--- src/rtl/tri_slot_pkg.sv ---
// Package: shared widths, register indices, per-group opcode codes and the
// write-bundle type each execution slot hands to the register file.
// Assumes a 16-bit word and three fields; the last field takes the leftover bits.
package tri_slot_pkg;

    localparam int WORD_W    = 16;
    localparam int FIELD_W   = 5;
    localparam int NUM_SLOTS = 3;
    localparam int LAST_W    = WORD_W - (NUM_SLOTS - 1) * FIELD_W;

    localparam int REG_AX = 0;
    localparam int REG_BX = 1;
    localparam int REG_DX = 2;
    localparam int REG_LX = 3;
    localparam int REG_MA = 4;
    localparam int REG_IP = 5;
    localparam int NREG   = 6;

    localparam int SLOT_XFER  = 0;
    localparam int SLOT_ARITH = 1;
    localparam int SLOT_FLOW  = 2;

    typedef logic [WORD_W-1:0]            word_t;
    typedef logic [FIELD_W-1:0]           field_t;
    typedef logic [NREG-1:0][WORD_W-1:0]  regs_t;

    typedef enum logic [FIELD_W-1:0] {
        X_NOP   = 5'd0,
        X_LD_AX = 5'd1,
        X_LD_DX = 5'd2,
        X_LD_LX = 5'd3,
        X_ST_AX = 5'd4,
        X_ST_BX = 5'd5,
        X_ST_DX = 5'd6,
        X_ST_LX = 5'd7,
        X_AX_MA = 5'd8,
        X_DX_MA = 5'd9,
        X_BX_CF = 5'd10,
        X_AX_IP = 5'd11
    } xfer_e;

    typedef enum logic [FIELD_W-1:0] {
        A_NOP    = 5'd0,
        A_INC_AX = 5'd1,
        A_DEC_AX = 5'd2,
        A_INC_BX = 5'd3,
        A_DEC_BX = 5'd4,
        A_XCH    = 5'd5,
        A_LX_M1  = 5'd6,
        A_ADD_BX = 5'd7
    } arith_e;

    typedef enum logic [FIELD_W-1:0] {
        F_NOP    = 5'd0,
        F_CAD    = 5'd1,
        F_CLR_CF = 5'd2,
        F_SET_CF = 5'd3
    } flow_e;

    // Highest defined code of a group; anything above decodes as NOP.
    function automatic field_t slot_last(input int slot);
        case (slot)
            SLOT_XFER:  return X_AX_IP;
            SLOT_ARITH: return A_ADD_BX;
            default:    return F_SET_CF;
        endcase
    endfunction

    typedef struct packed {
        logic [NREG-1:0] wen;
        regs_t           wval;
        logic            cf_wen;
        logic            cf_val;
    } slot_wr_t;

endpackage

--- src/rtl/xfer_slot.sv ---
// Transfer-group execution: loads and stores through MA, moves into MA,
// BX-to-flag test and the absolute jump from AX.
// Assumes the code is already validated (unknown codes arrive as NOP).
module xfer_slot
    import tri_slot_pkg::*;
(
    input  field_t   code,
    input  word_t    ax,
    input  word_t    bx,
    input  word_t    dx,
    input  word_t    lx,
    input  word_t    rdata,
    output slot_wr_t wr,
    output logic     st_en,
    output word_t    st_val
);

    // Decode one transfer code into register writes and a store request.
    always_comb begin
        wr     = '0;
        st_en  = 1'b0;
        st_val = '0;
        case (code)
            X_LD_AX: begin wr.wen[REG_AX] = 1'b1; wr.wval[REG_AX] = rdata; end
            X_LD_DX: begin wr.wen[REG_DX] = 1'b1; wr.wval[REG_DX] = rdata; end
            X_LD_LX: begin wr.wen[REG_LX] = 1'b1; wr.wval[REG_LX] = rdata; end
            X_ST_AX: begin st_en = 1'b1; st_val = ax; end
            X_ST_BX: begin st_en = 1'b1; st_val = bx; end
            X_ST_DX: begin st_en = 1'b1; st_val = dx; end
            X_ST_LX: begin st_en = 1'b1; st_val = lx; end
            X_AX_MA: begin wr.wen[REG_MA] = 1'b1; wr.wval[REG_MA] = ax; end
            X_DX_MA: begin wr.wen[REG_MA] = 1'b1; wr.wval[REG_MA] = dx; end
            X_BX_CF: begin wr.cf_wen = 1'b1; wr.cf_val = |bx; end
            X_AX_IP: begin wr.wen[REG_IP] = 1'b1; wr.wval[REG_IP] = ax; end
            default: ;
        endcase
    end

endmodule

--- src/rtl/arith_slot.sv ---
// Arithmetic-group execution: +1/-1 on AX and BX, AX+BX, DX/BX exchange and
// the all-ones constant into LX. All results wrap at the word width.
// Assumes the code is already validated (unknown codes arrive as NOP).
module arith_slot
    import tri_slot_pkg::*;
(
    input  field_t   code,
    input  word_t    ax,
    input  word_t    bx,
    input  word_t    dx,
    output slot_wr_t wr
);

    localparam word_t ONE = word_t'(1);

    // Decode one arithmetic code into register writes.
    always_comb begin
        wr = '0;
        case (code)
            A_INC_AX: begin wr.wen[REG_AX] = 1'b1; wr.wval[REG_AX] = ax + ONE; end
            A_DEC_AX: begin wr.wen[REG_AX] = 1'b1; wr.wval[REG_AX] = ax - ONE; end
            A_INC_BX: begin wr.wen[REG_BX] = 1'b1; wr.wval[REG_BX] = bx + ONE; end
            A_DEC_BX: begin wr.wen[REG_BX] = 1'b1; wr.wval[REG_BX] = bx - ONE; end
            A_XCH: begin
                wr.wen[REG_BX]  = 1'b1;
                wr.wval[REG_BX] = dx;
                wr.wen[REG_DX]  = 1'b1;
                wr.wval[REG_DX] = bx;
            end
            A_LX_M1:  begin wr.wen[REG_LX] = 1'b1; wr.wval[REG_LX] = '1; end
            A_ADD_BX: begin wr.wen[REG_AX] = 1'b1; wr.wval[REG_AX] = ax + bx; end
            default: ;
        endcase
    end

endmodule

--- src/rtl/flow_slot.sv ---
// Flow-group execution: branch relative to the current opcode address by LX
// when the flag is set, plus explicit flag clear and set.
// Assumes the code is already validated (unknown codes arrive as NOP).
module flow_slot
    import tri_slot_pkg::*;
(
    input  field_t   code,
    input  word_t    ip,
    input  word_t    lx,
    input  logic     cf,
    output slot_wr_t wr
);

    // Decode one flow code into an IP override or a flag write.
    always_comb begin
        wr = '0;
        case (code)
            F_CAD: begin
                wr.wen[REG_IP]  = cf;
                wr.wval[REG_IP] = ip + lx;
            end
            F_CLR_CF: begin wr.cf_wen = 1'b1; wr.cf_val = 1'b0; end
            F_SET_CF: begin wr.cf_wen = 1'b1; wr.cf_val = 1'b1; end
            default: ;
        endcase
    end

endmodule

--- src/rtl/slot_regfile.sv ---
// Register file: holds AX, BX, DX, LX, MA, IP and CF, merges the write
// bundles of all slots at the clock edge and steps IP when nobody writes it.
// Assumes at most one slot writes a given register per cycle (not checked).
module slot_regfile
    import tri_slot_pkg::*;
(
    input  logic     clk,
    input  logic     rst_n,
    input  slot_wr_t wr [NUM_SLOTS],
    output regs_t    regs,
    output logic     cf
);

    logic cf_q;
    logic cf_nxt;

    for (genvar r = 0; r < NREG; r++) begin : g_reg
        localparam word_t STEP = (r == REG_IP) ? word_t'(1) : word_t'(0);
        word_t q;
        word_t nxt;

        // Pick the slot write for this register, else hold (or step for IP).
        always_comb begin
            nxt = q + STEP;
            for (int s = 0; s < NUM_SLOTS; s++) begin
                if (wr[s].wen[r]) nxt = wr[s].wval[r];
            end
        end

        // Register update with synchronous active-low reset.
        always_ff @(posedge clk) begin
            if (!rst_n) q <= '0;
            else        q <= nxt;
        end

        assign regs[r] = q;
    end

    // Pick the slot write for the condition flag, else hold.
    always_comb begin
        cf_nxt = cf_q;
        for (int s = 0; s < NUM_SLOTS; s++) begin
            if (wr[s].cf_wen) cf_nxt = wr[s].cf_val;
        end
    end

    // Flag update with synchronous active-low reset.
    always_ff @(posedge clk) begin
        if (!rst_n) cf_q <= 1'b0;
        else        cf_q <= cf_nxt;
    end

    assign cf = cf_q;

endmodule

--- src/rtl/tri_slot_core.sv ---
// Top of the three-slot core: splits the fetched opcode into its group
// fields, turns unknown codes into NOP, runs the three slots side by side on
// the pre-edge register values and commits through the register file.
// Assumes code and data memories answer combinationally in the same cycle.
module tri_slot_core
    import tri_slot_pkg::*;
(
    input  logic                clk,
    input  logic                rst_n,
    output logic [WORD_W-1:0]   code_addr,
    input  logic [WORD_W-1:0]   code_rdata,
    output logic [WORD_W-1:0]   data_addr,
    input  logic [WORD_W-1:0]   data_rdata,
    output logic                data_we,
    output logic [WORD_W-1:0]   data_wdata
);

    field_t   slot_code [NUM_SLOTS];
    slot_wr_t slot_wr   [NUM_SLOTS];
    regs_t    regs_q;
    logic     cf_q;
    logic     st_en;
    word_t    st_val;

    for (genvar g = 0; g < NUM_SLOTS; g++) begin : g_field
        localparam field_t LAST = slot_last(g);
        if (g < NUM_SLOTS - 1) begin : g_narrow
            field_t raw;
            assign raw          = code_rdata[g*FIELD_W +: FIELD_W];
            assign slot_code[g] = (raw <= LAST) ? raw : '0;
        end else begin : g_wide
            logic [LAST_W-1:0] raw;
            assign raw          = code_rdata[WORD_W-1 -: LAST_W];
            assign slot_code[g] = (raw <= LAST_W'(LAST)) ? raw[FIELD_W-1:0] : '0;
        end
    end

    xfer_slot u_xfer (
        .code   (slot_code[SLOT_XFER]),
        .ax     (regs_q[REG_AX]),
        .bx     (regs_q[REG_BX]),
        .dx     (regs_q[REG_DX]),
        .lx     (regs_q[REG_LX]),
        .rdata  (data_rdata),
        .wr     (slot_wr[SLOT_XFER]),
        .st_en  (st_en),
        .st_val (st_val)
    );

    arith_slot u_arith (
        .code (slot_code[SLOT_ARITH]),
        .ax   (regs_q[REG_AX]),
        .bx   (regs_q[REG_BX]),
        .dx   (regs_q[REG_DX]),
        .wr   (slot_wr[SLOT_ARITH])
    );

    flow_slot u_flow (
        .code (slot_code[SLOT_FLOW]),
        .ip   (regs_q[REG_IP]),
        .lx   (regs_q[REG_LX]),
        .cf   (cf_q),
        .wr   (slot_wr[SLOT_FLOW])
    );

    slot_regfile u_regs (
        .clk   (clk),
        .rst_n (rst_n),
        .wr    (slot_wr),
        .regs  (regs_q),
        .cf    (cf_q)
    );

    assign code_addr  = regs_q[REG_IP];
    assign data_addr  = regs_q[REG_MA];
    assign data_we    = st_en;
    assign data_wdata = st_val;

endmodule

--- config.mk ---
export PLATFORM = sky130hd
export DESIGN_NAME = tri_slot_core
export DESIGN_NICKNAME = d
export VERILOG_FILES = /design/src/rtl/tri_slot_pkg.sv /design/src/rtl/xfer_slot.sv /design/src/rtl/arith_slot.sv /design/src/rtl/flow_slot.sv /design/src/rtl/slot_regfile.sv /design/src/rtl/tri_slot_core.sv
export SDC_FILE = /design/constraint.sdc
export NUM_CORES = 1
export LEC_CHECK = 0
export ABC_AREA = 1
export BUFFER_PORTS_ARGS = -buffer_cell sky130_fd_sc_hd__buf_4
export CAP_MARGIN = 40
export CORE_ASPECT_RATIO = 2
export CORE_MARGIN = 2
export CORE_UTILIZATION = 40
export DETAILED_ROUTE_END_ITERATION = 12
export MAX_ROUTING_LAYER = met4
export SLEW_MARGIN = 10
export SYNTH_ARGS = -nofsm -noshare
export SYNTH_HDL_FRONTEND = slang
export SYNTH_SLANG_ARGS = --single-unit
--- constraint.sdc ---
create_clock -name clk -period 3.1 [get_ports clk]
set_input_delay 0.155 -clock clk [delete_from_list [all_inputs] [get_ports clk]]
set_output_delay 0.155 -clock clk [all_outputs]
set_load 0.02 [all_outputs]
==> metrics.md, run 1 <==
| Metric | Value |
|---|---|
| Status | `complete, no violations` |
| Initial antenna violation count | `0` |
| # DRC | `0` |
| Critical path endpoint category | `register` |
| WL/cell | `20.7 um` |
| Worst r2r path cells | `12` |
| Die width | `roughly 100 um` |
| WS Path Type | `register to register` |
| Final wirelength | `between 30,000 and 40,000 um` |
| Maxcap violations | `0` |
| Proportion of synthesized area in mux cells | `0%` |
| Synthesized flop and latch total | `between 90 and 100` |
| CTS sink cnt | `97` |
| Final-stage net count | `1,361` |
| Iter 0 DRT Violations | `about 840` |
| Syn nets | `roughly 1,300` |
| Area share of fa/ha/maj cells after synthesis | `under 10%` |
| GPL Wtd Cong | `1.04` |
| Avg Inst Size Synth | `approximately 6.4 um^2` |
| First-pass GRT wire length | `48,100 um` |
| Die Area | `between 20,000 and 25,000 um^2` |
| Vert. Die Dim | `203 um` |
| Latest clock arrival within the worst-skew pair | `0.36 ns` |
| Setup crit start kind | `register` |
| Initial Util | `roughly 41%` |
| Largest net degree at the start of global routing | `between 60 and 70` |
| DRT Pass-1 Iters | `6` |
| Post-synthesis cell count | `approximately 1,200` |
| Crit-path max FO | `4` |
| Post-synth top flop | `dfxtp_1` |
| Largest family of logic cells by synthesized area | `simple AND/OR/NAND/NOR gates` |
| Final core utilization | `between 40% and 50%` |
| CTS Buf Count | `9` |
| CTS Buffer Depth | `2` |
| Rel. slew slack | `50.0%` |
| RSZ-0062 raised after global routing | `no` |
| Yosys Warn Count | `0` |
| Final TNS setup | `0 ns` |
| Final hold vios | `0` |
| Setup Buffers After CTS | `0` |
| Clock skew | `about 0.0074 ns` |
| Post-Synth Simple-Gate Area | `28.9%` |
| DR vias | `approximately 8,500` |
| Worst hold path type | `primary input to register` |
| Clk slew on worst S/H paths | `0.07 ns` |
| Io pins | `83` |
| Synth Area in Compound Gates | `about a fifth` |
| Period Utilization, post-route | `76.6%` |
| Hold_buf cts | `0` |
| Number of global-route vias before repair | `roughly 8,000` |
| Sequential share of the synthesized area | `approximately a quarter` |
| Worst hold stages | `3` |
| Worst EP arrival | `2.62 ns` |
| Gr ovfl total | `0` |
| Syn-to-layout area delta | `11.3%` |
| Synthesized cell area | `a little under 8000 um^2` |
| Share of cells above drive strength 1 | `between 10% and 20%` |
| Pwr/cell area | `330 nW/um^2` |
| Antenna diodes | `0` |
| Clock root cell | `clkbuf_16` |
| H-tree levels | `3` |
| # fillers | `about 2,100` |
| Post-synth EDFFs | `0` |
| Post_cts resized | `0` |
| Slew @ Worst Pin | `0.748 ns` |
| Worst EP required | `roughly 3.4 ns` |
| Number of setup violations in the final report | `0` |
| GRT Overall Usage | `31.2%` |
| Multi-input gate area | `approximately 4800 um^2` |
| Maximum vdd drop | `0.000254 V` |
| Dpl hpwl | `25,700 um` |
| Leakage power | `4.28 nW` |
| Core Region | `19,400 um^2` |
| Netlist cell types | `between 40 and 50` |
| Fmax achieved | `0.421 GHz` |
| XOR/XNOR share of the synthesized area | `2.10%` |
| CTS tree | `yes` |
| Count of pins over their slew limit | `0` |
| PnR Total Power | `0.00291 W` |
| Routed vias/inst | `around 5.5` |
| FP Rows | `72` |
| Storage element area | `around 1900 um^2` |
| Fraction of registers with async set/reset | `0%` |
| IO buf count | `a little over 80` |
| ANT nets after route | `0` |
| Tmin final | `2.37 ns` |
[worst max-delay path, stage by stage, from the launching register on]
cell	delay, ns
dfxtp_1	0.34
inv_1	0.26
o21ai_0	0.18
ha_1	0.37
or2_2	0.34
nand3_1	0.09
nand2_1	0.14
nand3_1	0.12
nand2_1	0.06
nand2_1	0.05
nand3_1	0.14
nand2_1	0.12
a21oi_1	0.06
[synth_stat cells (2+ instances only)]
library cell / instances / area, um^2
o21ai_0: 81 / 405
nor2_2: 4 / 25.0
o221ai_1: 34 / 298
a31oi_1: 21 / 131
o211ai_1: 10 / 75.1
nand2_4: 2 / 22.5
xnor2_1: 9 / 78.8
and2_1: 4 / 25.0
buf_2: 15 / 75.1
xor2_1: 10 / 87.6
nand3_1: 90 / 450
clkinv_1: 2 / 7.51
nand3b_1: 12 / 90.1
nor3_1: 23 / 115
ha_1: 45 / 563
buf_6: 4 / 45.0
nand4_1: 13 / 81.3
inv_2: 5 / 18.8
nand2_2: 5 / 31.3
fa_1: 3 / 60.1
o21ai_1: 9 / 45.0
nand3_2: 3 / 30.0
nor4_1: 2 / 12.5
o21bai_1: 4 / 30.0
dfxtp_1: 97 / 1940
or2_2: 6 / 37.5
nor2_4: 4 / 45.0
a21oi_1: 87 / 435
and3_1: 2 / 12.5
o221a_2: 3 / 33.8
inv_1: 204 / 766
a21oi_2: 2 / 17.5
o22ai_1: 22 / 138
o2bb2ai_1: 3 / 26.3
clkbuf_1: 16 / 60.1
a21o_1: 2 / 15.0
nor2_1: 78 / 293
buf_4: 34 / 255
nand2_1: 267 / 1000
[state kept, by name, indices dropped and copies added (netlist names)]
register,count
u_regs.cf,1
u_regs.g.q,96
[path summary, 6_finish.rpt]
check / start / to / slack, ns
worst min register to register: u_regs.g_reg[2].q[6] / u_regs.g_reg[1].q[6] / 0.49
worst max-delay path: u_regs.g_reg[1].q[2] / u_regs.g_reg[0].q[9] / 0.73
worst max register to register: u_regs.g_reg[1].q[2] / u_regs.g_reg[0].q[9] / 0.73
worst min-delay path: code_rdata[10] / u_regs.cf / 0.04
[cells by family after synthesis]
| logic type | Yosys count |
|---|---|
| AND/OR/NAND/NOR | 517 |
| buffers and inverters | 282 |
| adder cells (fa/ha/maj) | 48 |
| AO/OA/AOI/OAI | 281 |
| flip-flops | 97 |
| XOR/XNOR | 19 |
[stage by stage]
step | hold slack [ns] | setup slack [ns] | cell area [um^2] | std cells
6_report | 0.0429 | 0.727 | 8830 | 1541
5_1_grt | 0.0397 | 0.523 | 8830 | 1541
4_1_cts | 0.0368 | 0.719 | 8830 | 1541
2_1_floorplan | 0.303 | 1.09 | 7930 | 1244
3_3_place_gp | 0.409 | 0.426 | 8520 | 1526
3_5_place_dp | 0.409 | 0.391 | 8540 | 1527
[layout by cell type, fill, tap and decap left out, types with 2 or more instances in the layout]
| cell type | instances |
|---|---|
| nand2_1 | 267 |
| inv_1 | 204 |
| dfxtp_1 | 97 |
| buf_4 | 94 |
| nand3_1 | 90 |
| a21oi_1 | 87 |
| o21ai_0 | 81 |
| nor2_1 | 78 |
| ha_1 | 45 |
| o221ai_1 | 34 |
| nor3_1 | 23 |
| o22ai_1 | 22 |
| a31oi_1 | 21 |
| nand4_1 | 13 |
| nand3b_1 | 12 |
| o211ai_1 | 10 |
| xor2_1 | 10 |
| xnor2_1 | 9 |
| o21ai_1 | 9 |
| clkbuf_16 | 9 |
| or2_2 | 6 |
| inv_2 | 5 |
| nand2_2 | 5 |
| nor2_4 | 4 |
| nor2_2 | 4 |
| and2_1 | 4 |
| o21bai_1 | 4 |
| nand3_2 | 3 |
| o2bb2ai_1 | 3 |
| o221a_2 | 3 |
| fa_1 | 3 |
| clkinv_2 | 3 |
| a21oi_2 | 2 |
| clkinv_1 | 2 |
| and3_1 | 2 |
| nand2_4 | 2 |
| a21o_1 | 2 |
| nor4_1 | 2 |
[layout make-up]
cell class              count  share of cell area, %
multi-input cells         865                   53.8
flip-flops and latches     97                   22.0
inverters                 211                   8.97
repair buffers             95                   8.30
well taps                 259                   3.67
clock buffers              10                   2.71
clock inverters             4                  0.510
[where the power goes]
part | leakage [nW] | internal [W] | switching (W)
combinational | 3.35 | 0.000146 | 0.000294
clock | 0.144 | 0.000635 | 0.000503
sequential | 0.787 | 0.00129 | 0.0000507
[layer usage]
layer  vias up  GRT usage, %  part of all wire [%]
met2       336          56.8                    53
met5         -             -                     0
met4         0          24.8                   9.3
met3       113          3.64                   4.9
met1      3914          29.5                    33
li1       4184             -                     -
Note: power is estimated with default switching activity, not from simulation.
==> run 2, diff against run 1 <==
clock period = 2.2 ns   (was 3.1 ns; I/O delays follow)
==> metrics.md, run 2 (synthesis results as in run 1) <==
| Metric | Value |
|---|---|
| Hold WS | `0.00499 ns (was 0.0429 ns)` |
| Critical path endpoint category | `register (unchanged)` |
| CTS sink cnt | `97 (unchanged)` |
| Worst hold stages | `3 (unchanged)` |
| CTS Buf Count | `9 (unchanged)` |
| Fmax achieved | `0.478 GHz (was 0.421 GHz)` |
| Clock root cell | `clkbuf_16 (unchanged)` |
| Final-stage net count | `1,410 (was 1,361)` |
| Worst EP required | `2.42 ns (was 3.35 ns)` |
| Flop pwr share | `44.7% (was 45.9%)` |
| Hold_buf cts | `0 (unchanged)` |
| H-tree levels | `3 (unchanged)` |
| Final hold vios | `0 (unchanged)` |
| Number of setup violations in the final report | `0 (unchanged)` |
| WL met2 | `17,000 um (was 16,800 um)` |
| DR WL met3 | `1420 um (was 1550 um)` |
| Die width | `104 um (unchanged)` |
| Io pins | `83 (unchanged)` |
| Most common cell after layout, fill and taps aside | `nand2_1 (unchanged)` |
| P_int | `0.00287 W (was 0.00207 W)` |
| Dpl cell area | `8900 um^2 (was 8540 um^2)` |
| Worst hold path type | `primary input to register (unchanged)` |
| GRT Overall Usage | `31.9% (was 31.2%)` |
| Combinational Power Share | `16.1% (was 15.1%)` |
| Power share of the clock group | `39.2% (was 39.1%)` |
| Sw Pwr | `0.00132 W (was 0.000848 W)` |
| Number of global-route vias before repair | `8,700 (was 8,237)` |
| Leakage power | `4.51 nW (was 4.28 nW)` |
| Maxcap violations | `0 (unchanged)` |
| Latest clock arrival within the worst-skew pair | `0.36 ns (about the same)` |
| WS Path Type | `register to register (unchanged)` |
| Dpl hpwl | `26,300 um (was 25,700 um)` |
| Clock skew | `0.0144 ns (was 0.00736 ns)` |
| Rel. slew slack | `58.9% (was 50.0%)` |
| Crit-path max FO | `5 (was 4)` |
| DR vias | `8,868 (was 8,547)` |
| Die Area | `21,000 um^2 (unchanged)` |
| Final wirelength | `32,900 um (was 32,000 um)` |
| Maximum vdd drop | `0.000337 V (was 0.000254 V)` |
| Vert. Die Dim | `203 um (unchanged)` |
| Pwr/cell area | `454 nW/um^2 (was 330 nW/um^2)` |
| Highest routed layer | `met4 (unchanged)` |
| Worst EP arrival | `2.31 ns (was 2.62 ns)` |
| Initial Util | `40.9% (unchanged)` |
| Max reg flops | `96 (unchanged)` |
| Biggest register | `u_regs.g.q (unchanged)` |
| Core Region | `19,400 um^2 (unchanged)` |
| CTS Buffer Depth | `2 (unchanged)` |
| DRT Pass-1 Iters | `6 (unchanged)` |
| Gr ovfl total | `0 (unchanged)` |
| M1 wire length | `11,200 um (was 10,600 um)` |
| Period Utilization, post-route | `95.0% (was 76.6%)` |
| FP Rows | `72 (unchanged)` |
| Count of pins over their slew limit | `0 (unchanged)` |
| Clk slew on worst S/H paths | `0.08 ns (was 0.07 ns)` |
| Tmin final | `2.09 ns (was 2.37 ns)` |
| Slew @ Worst Pin | `0.616 ns (was 0.748 ns)` |
| Routed vias/inst | `5.57 (was 5.55)` |
| First-pass GRT wire length | `49,700 um (was 48,100 um)` |
| Worst r2r path cells | `13 (was 12)` |
| WL/cell | `20.6 um (was 20.7 um)` |
| Final design area excluding fillers | `9230 um^2 (was 8830 um^2)` |
| Share of cells above drive strength 1 | `15.4% (was 11.3%)` |
| Setup crit start kind | `register (unchanged)` |
| Switching fraction of total power | `31.5% (was 29.1%)` |
| Iter 0 DRT Violations | `643 (was 837)` |
| Final core utilization | `47.7% (was 45.6%)` |
| Status | `complete, no violations (unchanged)` |
| CTS tree | `yes (unchanged)` |
| Initial antenna violation count | `1 (was 0)` |
| GPL Wtd Cong | `1.03 (was 1.04)` |
| ANT nets after route | `0 (unchanged)` |
| Largest net degree at the start of global routing | `41 (was 62)` |
| Syn-to-layout area delta | `16.4% (was 11.3%)` |
| Most frequent cells in the layout | `nand2_1, inv_1, buf_4, dfxtp_1, nand3_1 (was nand2_1, inv_1, dfxtp_1, buf_4, nand3_1)` |
| IO buf count | `82 (unchanged)` |
| # DRC | `0 (unchanged)` |
==> run 2: cell count changes in the layout (fill, tap and decap cells not counted), sizes merged <==
| cell | change |
|---|---|
| buf | +49 |
| bufinv | -1 |
| clkinv | -1 |
| diode | +1 |
| inv | +4 |
==> run 2: timing repair <==
| item | in CTS | in global routing |
|---|---|---|
| gates resized for setup | 1 | 15 |
| buffers inserted | 0 | 0 |
| setup endpoints to repair | 2 | 13 |
==> run 2: layout make-up <==
type	count	area (um^2)
antenna	1	2.50
clock buffer	10	239
clock inverter	6	55.1
fill	2114	10100
inverter	211	792
multi-input combinational	865	4780
sequential	97	1940
tap	259	324
timing repair buffer	144	1090
==> run 2: critical path, cell delays in order, from the launching register on <==
cell and delay (ns):
dfxtp_1 0.37, inv_1 0.12, o21ai_0 0.31, ha_1 0.36, nand2_1 0.11, nand2_1 0.06, nand2_1 0.05, nand2_1 0.05
a21oi_1 0.17, nand2_1 0.07, nand2_1 0.05, nand3_1 0.08, nand2_1 0.08, a21oi_1 0.06
==> run 2: worst paths after layout <==
kind                               from               endpoint  slack [ns]
setup / recovery  u_regs.g_reg[1].q[12]  u_regs.g_reg[0].q[15]        0.11
hold / removal           code_rdata[10]              u_regs.cf       0.005
setup reg to reg  u_regs.g_reg[1].q[12]  u_regs.g_reg[0].q[15]        0.11
hold reg to reg    u_regs.g_reg[1].q[1]   u_regs.g_reg[1].q[1]        0.49
==> run 2: power by group through the flow <==
stage,clock network (W),registers (W),logic [W]
floorplan,0,0.00189,0.000388
global placement,0,0.00191,0.000653
detailed placement,0,0.00191,0.000656
CTS,0.00165,0.00187,0.000658
global route,0.00171,0.00188,0.000725
finish,0.00164,0.00187,0.000673
==> run 2: through the flow <==
stage / TNS, ns / setup slack [ns] / total power (W) / cells
final: 0 / 0.109 / 0.00419 / 1593
after floorplan: 0 / 0.235 / 0.00228 / 1244
after global routing: -0.0385 / -0.0308 / 0.00431 / 1593
after CTS: 0 / 0.0675 / 0.00418 / 1592
after detailed placement: -1.13 / -0.236 / 0.00257 / 1576
after global placement: -1.15 / -0.275 / 0.00257 / 1576
==> run 2: layer usage <==
metal | global-route usage [%] | vias to the layer above
met5 | - | -
li1 | - | 4282
met4 | 27.3 | 0
met3 | 3.23 | 139
met2 | 57.7 | 327
met1 | 30.1 | 4120
